--- src/rtl/tmr8_pkg.sv ---
package tmr8_pkg;
  typedef enum logic [2:0] {
    SRC_STOP     = 3'd0,
    SRC_DIV1     = 3'd1,
    SRC_DIV8     = 3'd2,
    SRC_DIV64    = 3'd3,
    SRC_DIV256   = 3'd4,
    SRC_DIV1024  = 3'd5,
    SRC_PIN_FALL = 3'd6,
    SRC_PIN_RISE = 3'd7
  } src_sel_e;

  typedef enum logic [1:0] {
    PIN_OFF    = 2'd0,
    PIN_TOGGLE = 2'd1,
    PIN_LOW    = 2'd2,
    PIN_HIGH   = 2'd3
  } pin_act_e;

  localparam logic [1:0] ADDR_CTRL = 2'd0;
  localparam logic [1:0] ADDR_CNT  = 2'd1;
  localparam logic [1:0] ADDR_CMP  = 2'd2;
  localparam logic [1:0] ADDR_FLAG = 2'd3;

  localparam int NUM_TAPS = 4;
endpackage

--- src/rtl/tmr_prescaler.sv ---
module tmr_prescaler #(
  parameter int PRE_W = 10
) (
  input  logic clk,
  input  logic rst_n,
  output logic [tmr8_pkg::NUM_TAPS-1:0] tick_o
);
  localparam int TAP_BITS [tmr8_pkg::NUM_TAPS] = '{3, 6, 8, 10};

  logic [PRE_W-1:0] div_q, div_d;

  always_comb begin
    div_d = div_q + 1'b1;
  end

  always_ff @(posedge clk or negedge rst_n) begin
    if (!rst_n) div_q <= '0;
    else        div_q <= div_d;
  end

  generate
    for (genvar i = 0; i < tmr8_pkg::NUM_TAPS; i++) begin : g_tap
      localparam logic [PRE_W-1:0] MASK = PRE_W'((1 << TAP_BITS[i]) - 1);
      assign tick_o[i] = ((div_q & MASK) == MASK);
    end
  endgenerate


  tick8_gap_chk: assert property (@(posedge clk) disable iff (!rst_n)
    tick_o[0] |=> !tick_o[0]);
endmodule

--- src/rtl/tmr_pin_sync.sv ---
module tmr_pin_sync (
  input  logic clk,
  input  logic rst_n,
  input  logic pin_i,
  output logic rise_o,
  output logic fall_o
);
  logic [2:0] sync_q, sync_d;

  always_comb begin
    sync_d = {sync_q[1:0], pin_i};
  end

  always_ff @(posedge clk or negedge rst_n) begin
    if (!rst_n) sync_q <= '0;
    else        sync_q <= sync_d;
  end

  assign rise_o = sync_q[1] & ~sync_q[2];
  assign fall_o = ~sync_q[1] & sync_q[2];


  rise_once_chk: assert property (@(posedge clk) disable iff (!rst_n)
    rise_o |=> !rise_o);
endmodule

--- src/rtl/tmr_step_sel.sv ---
module tmr_step_sel
  import tmr8_pkg::*;
(
  input  src_sel_e              src_i,
  input  logic [NUM_TAPS-1:0]   tick_i,
  input  logic                  rise_i,
  input  logic                  fall_i,
  output logic                  step_o
);
  always_comb begin
    unique case (src_i)
      SRC_STOP:     step_o = 1'b0;
      SRC_DIV1:     step_o = 1'b1;
      SRC_DIV8:     step_o = tick_i[0];
      SRC_DIV64:    step_o = tick_i[1];
      SRC_DIV256:   step_o = tick_i[2];
      SRC_DIV1024:  step_o = tick_i[3];
      SRC_PIN_FALL: step_o = fall_i;
      SRC_PIN_RISE: step_o = rise_i;
      default:      step_o = 1'b0;
    endcase
  end
endmodule

--- src/rtl/tmr8_unit.sv ---
module tmr8_unit
  import tmr8_pkg::*;
#(
  parameter int CNT_W = 8,
  parameter int PRE_W = 10
) (
  input  logic             clk,
  input  logic             rst_n,
  input  logic             wr_en,
  input  logic [1:0]       wr_addr,
  input  logic [CNT_W-1:0] wr_data,
  input  logic [1:0]       rd_addr,
  output logic [CNT_W-1:0] rd_data,
  input  logic             ext_cnt_pin,
  input  logic             ovf_ack,
  input  logic             cmp_ack,
  output logic             cmp_pin,
  output logic             ovf_irq,
  output logic             cmp_irq
);
  localparam int CTRL_W = 7;

  logic [CTRL_W-1:0] ctrl_q, ctrl_d;
  logic [CNT_W-1:0]  cnt_q, cnt_d, cnt_inc;
  logic [CNT_W-1:0]  ocr_q, ocr_d;
  logic              ovf_q, ovf_d, cmp_q, cmp_d, oc_q, oc_d;

  logic [NUM_TAPS-1:0] tick;
  logic                pin_rise, pin_fall, step;
  logic                ctrl_wr, cnt_wr, ocr_wr, flag_wr;
  logic                step_go, ovf_set, cmp_hit;
  src_sel_e            src;
  pin_act_e            act;

  assign src = src_sel_e'(ctrl_q[2:0]);
  assign act = pin_act_e'(ctrl_q[4:3]);

  tmr_prescaler #(.PRE_W(PRE_W)) u_pre (
    .clk    (clk),
    .rst_n  (rst_n),
    .tick_o (tick)
  );

  tmr_pin_sync u_sync (
    .clk    (clk),
    .rst_n  (rst_n),
    .pin_i  (ext_cnt_pin),
    .rise_o (pin_rise),
    .fall_o (pin_fall)
  );

  tmr_step_sel u_sel (
    .src_i  (src),
    .tick_i (tick),
    .rise_i (pin_rise),
    .fall_i (pin_fall),
    .step_o (step)
  );

  always_comb begin
    ctrl_wr = wr_en && (wr_addr == ADDR_CTRL);
    cnt_wr  = wr_en && (wr_addr == ADDR_CNT);
    ocr_wr  = wr_en && (wr_addr == ADDR_CMP);
    flag_wr = wr_en && (wr_addr == ADDR_FLAG);

    step_go = step && !cnt_wr;
    cnt_inc = cnt_q + 1'b1;
    ovf_set = step_go && (cnt_q == {CNT_W{1'b1}});
    cmp_hit = step_go && (cnt_inc == ocr_q);

    ctrl_d = ctrl_wr ? wr_data[CTRL_W-1:0] : ctrl_q;
    ocr_d  = ocr_wr ? wr_data : ocr_q;

    if (cnt_wr)       cnt_d = wr_data;
    else if (step_go) cnt_d = cnt_inc;
    else              cnt_d = cnt_q;

    ovf_d = ovf_set | (ovf_q & ~ovf_ack & ~(flag_wr & wr_data[0]));
    cmp_d = cmp_hit | (cmp_q & ~cmp_ack & ~(flag_wr & wr_data[1]));

    oc_d = oc_q;
    if (cmp_hit) begin
      unique case (act)
        PIN_TOGGLE: oc_d = ~oc_q;
        PIN_LOW:    oc_d = 1'b0;
        PIN_HIGH:   oc_d = 1'b1;
        default:    oc_d = oc_q;
      endcase
    end
  end

  always_ff @(posedge clk or negedge rst_n) begin
    if (!rst_n) begin
      ctrl_q <= '0;
      cnt_q  <= '0;
      ocr_q  <= '0;
      ovf_q  <= 1'b0;
      cmp_q  <= 1'b0;
      oc_q   <= 1'b0;
    end else begin
      ctrl_q <= ctrl_d;
      cnt_q  <= cnt_d;
      ocr_q  <= ocr_d;
      ovf_q  <= ovf_d;
      cmp_q  <= cmp_d;
      oc_q   <= oc_d;
    end
  end

  always_comb begin
    unique case (rd_addr)
      ADDR_CTRL: rd_data = CNT_W'(ctrl_q);
      ADDR_CNT:  rd_data = cnt_q;
      ADDR_CMP:  rd_data = ocr_q;
      default:   rd_data = CNT_W'({cmp_q, ovf_q});
    endcase
  end

  assign cmp_pin = (act != PIN_OFF) && oc_q;
  assign ovf_irq = ovf_q && ctrl_q[5];
  assign cmp_irq = cmp_q && ctrl_q[6];


  stop_hold_chk: assert property (@(posedge clk) disable iff (!rst_n)
    (src == SRC_STOP && !cnt_wr) |=> $stable(cnt_q));


  ovf_wrap_chk: assert property (@(posedge clk) disable iff (!rst_n)
    $rose(ovf_q) |-> ($past(cnt_q) == {CNT_W{1'b1}} && cnt_q == '0));


  cmp_equal_chk: assert property (@(posedge clk) disable iff (!rst_n)
    $rose(cmp_q) |-> (cnt_q == $past(ocr_q)));


  ovf_ack_chk: assert property (@(posedge clk) disable iff (!rst_n)
    (ovf_ack && !ovf_set) |=> !ovf_q);


  pin_hold_chk: assert property (@(posedge clk) disable iff (!rst_n)
    !cmp_hit |=> $stable(oc_q));


  cnt_write_chk: assert property (@(posedge clk) disable iff (!rst_n)
    cnt_wr |=> (cnt_q == $past(wr_data) && !$rose(ovf_q) && !$rose(cmp_q)));
endmodule

--- config.mk ---
export PLATFORM = sky130hd
export DESIGN_NAME = tmr8_unit
export DESIGN_NICKNAME = d
export VERILOG_FILES = /design/src/rtl/tmr8_pkg.sv /design/src/rtl/tmr_prescaler.sv /design/src/rtl/tmr_pin_sync.sv /design/src/rtl/tmr_step_sel.sv /design/src/rtl/tmr8_unit.sv
export SDC_FILE = /design/constraint.sdc
export NUM_CORES = 1
export LEC_CHECK = 0
export ABC_AREA = 1
export CORE_MARGIN = 4
export CORE_UTILIZATION = 51
export CTS_CLUSTER_SIZE = 8
export DETAILED_ROUTE_END_ITERATION = 10
export GPL_TIMING_DRIVEN = 0
export PLACE_DENSITY = 0.75
export SLEW_MARGIN = 5
export SYNTH_ARGS = -nofsm -noshare
export SYNTH_HDL_FRONTEND = slang
export SYNTH_SLANG_ARGS = --single-unit
--- constraint.sdc ---
create_clock -name clk -period 2.1 [get_ports clk]
set_clock_uncertainty 0.05 [all_clocks]
set_input_delay 0.21 -clock clk [delete_from_list [all_inputs] [get_ports clk]]
set_output_delay 0.21 -clock clk [all_outputs]
set_load 0.05 [all_outputs]
==> metrics.txt <==
outcome finished clean; number of antenna violations at the first check in global routing 0; final instance count without filler cells 364; Synth Warn # 0; largest area contributor in the netlist dfrtp_1; via count of the routed design 1896; maximum capacitance violations 0; sequence of cells on the critical path clkdlybuf4s50_1 > nor2_1 > nand2_1 > o2111ai_1 > clkdlybuf4s15_2; remaining global-route overflow 0; part of the power in combinational logic 0.383; signed area change from the synthesized netlist to the final layout 19.3%; Worst VDD drop 0.520 mV; Filler Cell Count 369; global-route wire length before repair 8710 µm; post-route ant nets 0; total DRC errors in the routed layout 0; clk slew on worst S/H paths 0.07 ns; critical path data arrival time 1.74 ns; total setup violations reported at the end of the flow 0; First DRT Iteration DRCs 146; placement-stage worst setup slack -0.358 ns; sink count of the clock tree 39; largest stage delay on the critical path 0.46 ns; final hold viol count 0; cell family contributing the most delay on the critical path buffers and inverters; number of buffers added on ports 28; core area 4090 µm²; final critical-path share of the clock period 0.954; clock latency on the worst-skew pair 0.29 ns; sw frac 0.416; Root Buffer Master clkbuf_8; Post-layout nets 334; share of cells above drive strength 1 0.134; minimum clock period 2.00 ns; Horiz. Die Dim 73.5 µm; boundary pin count 29; count of TritonRoute iterations in the first routing pass 4; capturing element type of the critical path output pin; Crit path required time 1.84 ns; starting density of the core 0.536; switching power total 1.03 mW; share of total power in the clock network 0.194; Power Internal 1.45 mW; headroom to the max-slew limit 0.642; count of pins over their slew limit 0; Fmax 0.499 GHz; critical path class input port to output pin; register cell area after layout 976 µm²; Pleak 1.31 nW; Cells after DPL 355; count of buffers added by post-CTS timing repair for setup 0; met1 wire length 2430 µm; Routed wire per std cell 13.9 µm; synth unique cells 28; pin count of the biggest net entering global routing 31; number of global-route vias before repair 1825; pin slew with the least headroom to its limit 0.537 ns; Worst Path Buf+Inv 2; Worst Slack Setup Final 0.0963 ns; routability congestion estimate from global placement 0.883; critical path launch point type input port; die extent in y 73.5 µm; Met3 Routed Length 384 µm; share of total power in sequential cells 0.423; cell with the biggest individual delay on the critical path clkdlybuf4s50_1; mean post-synth cell area 7.93 µm²; Die ar. 5410 µm²; netlist area before placement 2190 µm²; diode count 0; maximum buffer depth of the clock tree 2; setup repair after global routing missed its margin true; Syn Inst Count 276; clock buffers created by TritonCTS 5; met2 WL 2150 µm; via count normalized by instance count 5.21; final WL 5050 µm; Synth top area share 0.446; highest routed layer met4; Seq/Total Area, Yosys 0.446; pwr dens 950 nW/µm²; leading post-synthesis cells by cell area dfrtp_1, nand2_1, inv_1; Post-Syn Nets 297; multi-input logic area 1040 µm²; CTS tree built; kind of path behind the tightest hold check input port to async pin; HPWL after DPL 3880 µm; GR Util All Layers 0.214; H-tree lvl count 2; number of placement rows 23; post-synthesis sequential element count 39; crit path max fanout 7
## power groups by stage
| stage | sequential [mW] | clock [mW] | combinational, mW |
|---|---|---|---|
| after CTS | 1.05 | 0.493 | 0.966 |
| after detailed placement | 1.06 | 0 | 0.970 |
| after floorplan | 1.01 | 0 | 0.734 |
| after global placement | 1.05 | 0 | 0.949 |
| final | 1.05 | 0.481 | 0.950 |
| after global routing | 1.07 | 0.538 | 1.06 |
## metrics by stage
step / hold slack (ns) / area (µm²) / setup TNS, ns / power (mW) / utilization
after floorplan: -0.136 / 2190 / 0 / 1.75 / -
after global placement: 0.285 / 2530 / -9.91 / 2.00 / 0.620
after detailed placement: 0.0541 / 2550 / -2.60 / 2.03 / 0.623
after CTS: 0.271 / 2650 / 0 / 2.50 / 0.648
after global routing: 0.289 / 2610 / -0.00545 / 2.67 / 0.639
final: 0.270 / 2610 / 0 / 2.48 / 0.639
## routing by layer
metal | GRT usage | up-vias
met4 | 0.0644 | 0
met5 | 0 | -
li1 | - | 967
met2 | 0.311 | 65
met1 | 0.313 | 855
met3 | 0.0547 | 9
## cell usage in the layout (no fill, tap or decap), types with 3 or more instances in the layout
master / count
xnor2_1: 3
ha_1: 3
buf_2: 6
nand2_2: 13
xor2_1: 7
clkbuf_1: 4
inv_1: 40
nand4_1: 4
inv_2: 5
o211ai_1: 10
o221ai_1: 4
nand2_1: 82
nand3_1: 25
clkbuf_8: 5
clkdlybuf4s50_1: 19
nor2_4: 3
nor2_1: 6
dfrtp_1: 39
o21ai_0: 16
## final cells by class
cell class              count  area share
inverters                  45      0.0647
multi-input cells         190       0.397
clock inverters             1     0.00192
well taps                  50      0.0240
clock buffers               7      0.0292
plain buffers               2     0.00287
repair buffers             30       0.106
flip-flops and latches     39       0.374
## synth_stat cells
cell type	n
a21oi_1	1
clkbuf_1	2
dfrtp_1	39
ha_1	3
inv_1	40
inv_2	5
nand2_1	82
nand2_2	13
nand2_4	1
nand3_1	25
nand3_2	1
nand3b_1	1
nand4_1	4
nor2_1	6
nor2_2	1
nor2_4	3
nor2_8	2
nor3_1	1
o2111ai_1	1
o211ai_1	10
o21a_1	1
o21ai_0	16
o21ai_1	1
o21bai_1	1
o221ai_1	4
o22ai_1	2
xnor2_1	3
xor2_1	7
## registers in the layout, summed over array words and instances, names as in the netlist
name           cells
ctrl_q             7
u_sync.sync_q      3
u_pre.div_q       10
cnt_q              8
oc_q               1
ovf_q              1
ocr_q              8
cmp_q              1
## cell families after synthesis
| group | Yosys count | share of synthesized area |
|---|---|---|
| simple gates | 140 | 0.309 |
| buf+inv | 47 | 0.0806 |
| flops | 39 | 0.446 |
| compound gates | 37 | 0.108 |
| xor+xnor | 10 | 0.0400 |
| fa+ha+maj | 3 | 0.0171 |
## path summary, 6_finish.rpt
kind / slack, ns / from / cells past startpoint / end
setup / recovery: 0.1 / rd_addr[0] / 5 / rd_data[0]
hold / removal: 0.27 / rst_n / 2 / ocr_q[6]$_DFFE_PN0P_
setup reg to reg: 0.32 / cnt_q[0]$_DFFE_PN0P_ / 9 / oc_q$_DFFE_PN0P_
hold reg to reg: 0.31 / u_sync.sync_q[0]$_DFF_PN0_ / 0 / u_sync.sync_q[1]$_DFF_PN0_
max in group asynchronous: 1.30 / rst_n / 3 / ctrl_q[4]$_DFFE_PN0P_
min in group clk: 0.31 / ext_cnt_pin / 1 / u_sync.sync_q[0]$_DFF_PN0_
## timing repair
action | CTS | global route
hold buffers | 1 | 0
setup endpoints to repair | 8 | 7
endpoints found under the hold margin | 9 | 0
gates resized for setup | 22 | 12
No activity file was read; power rests on OpenSTA's default activity.
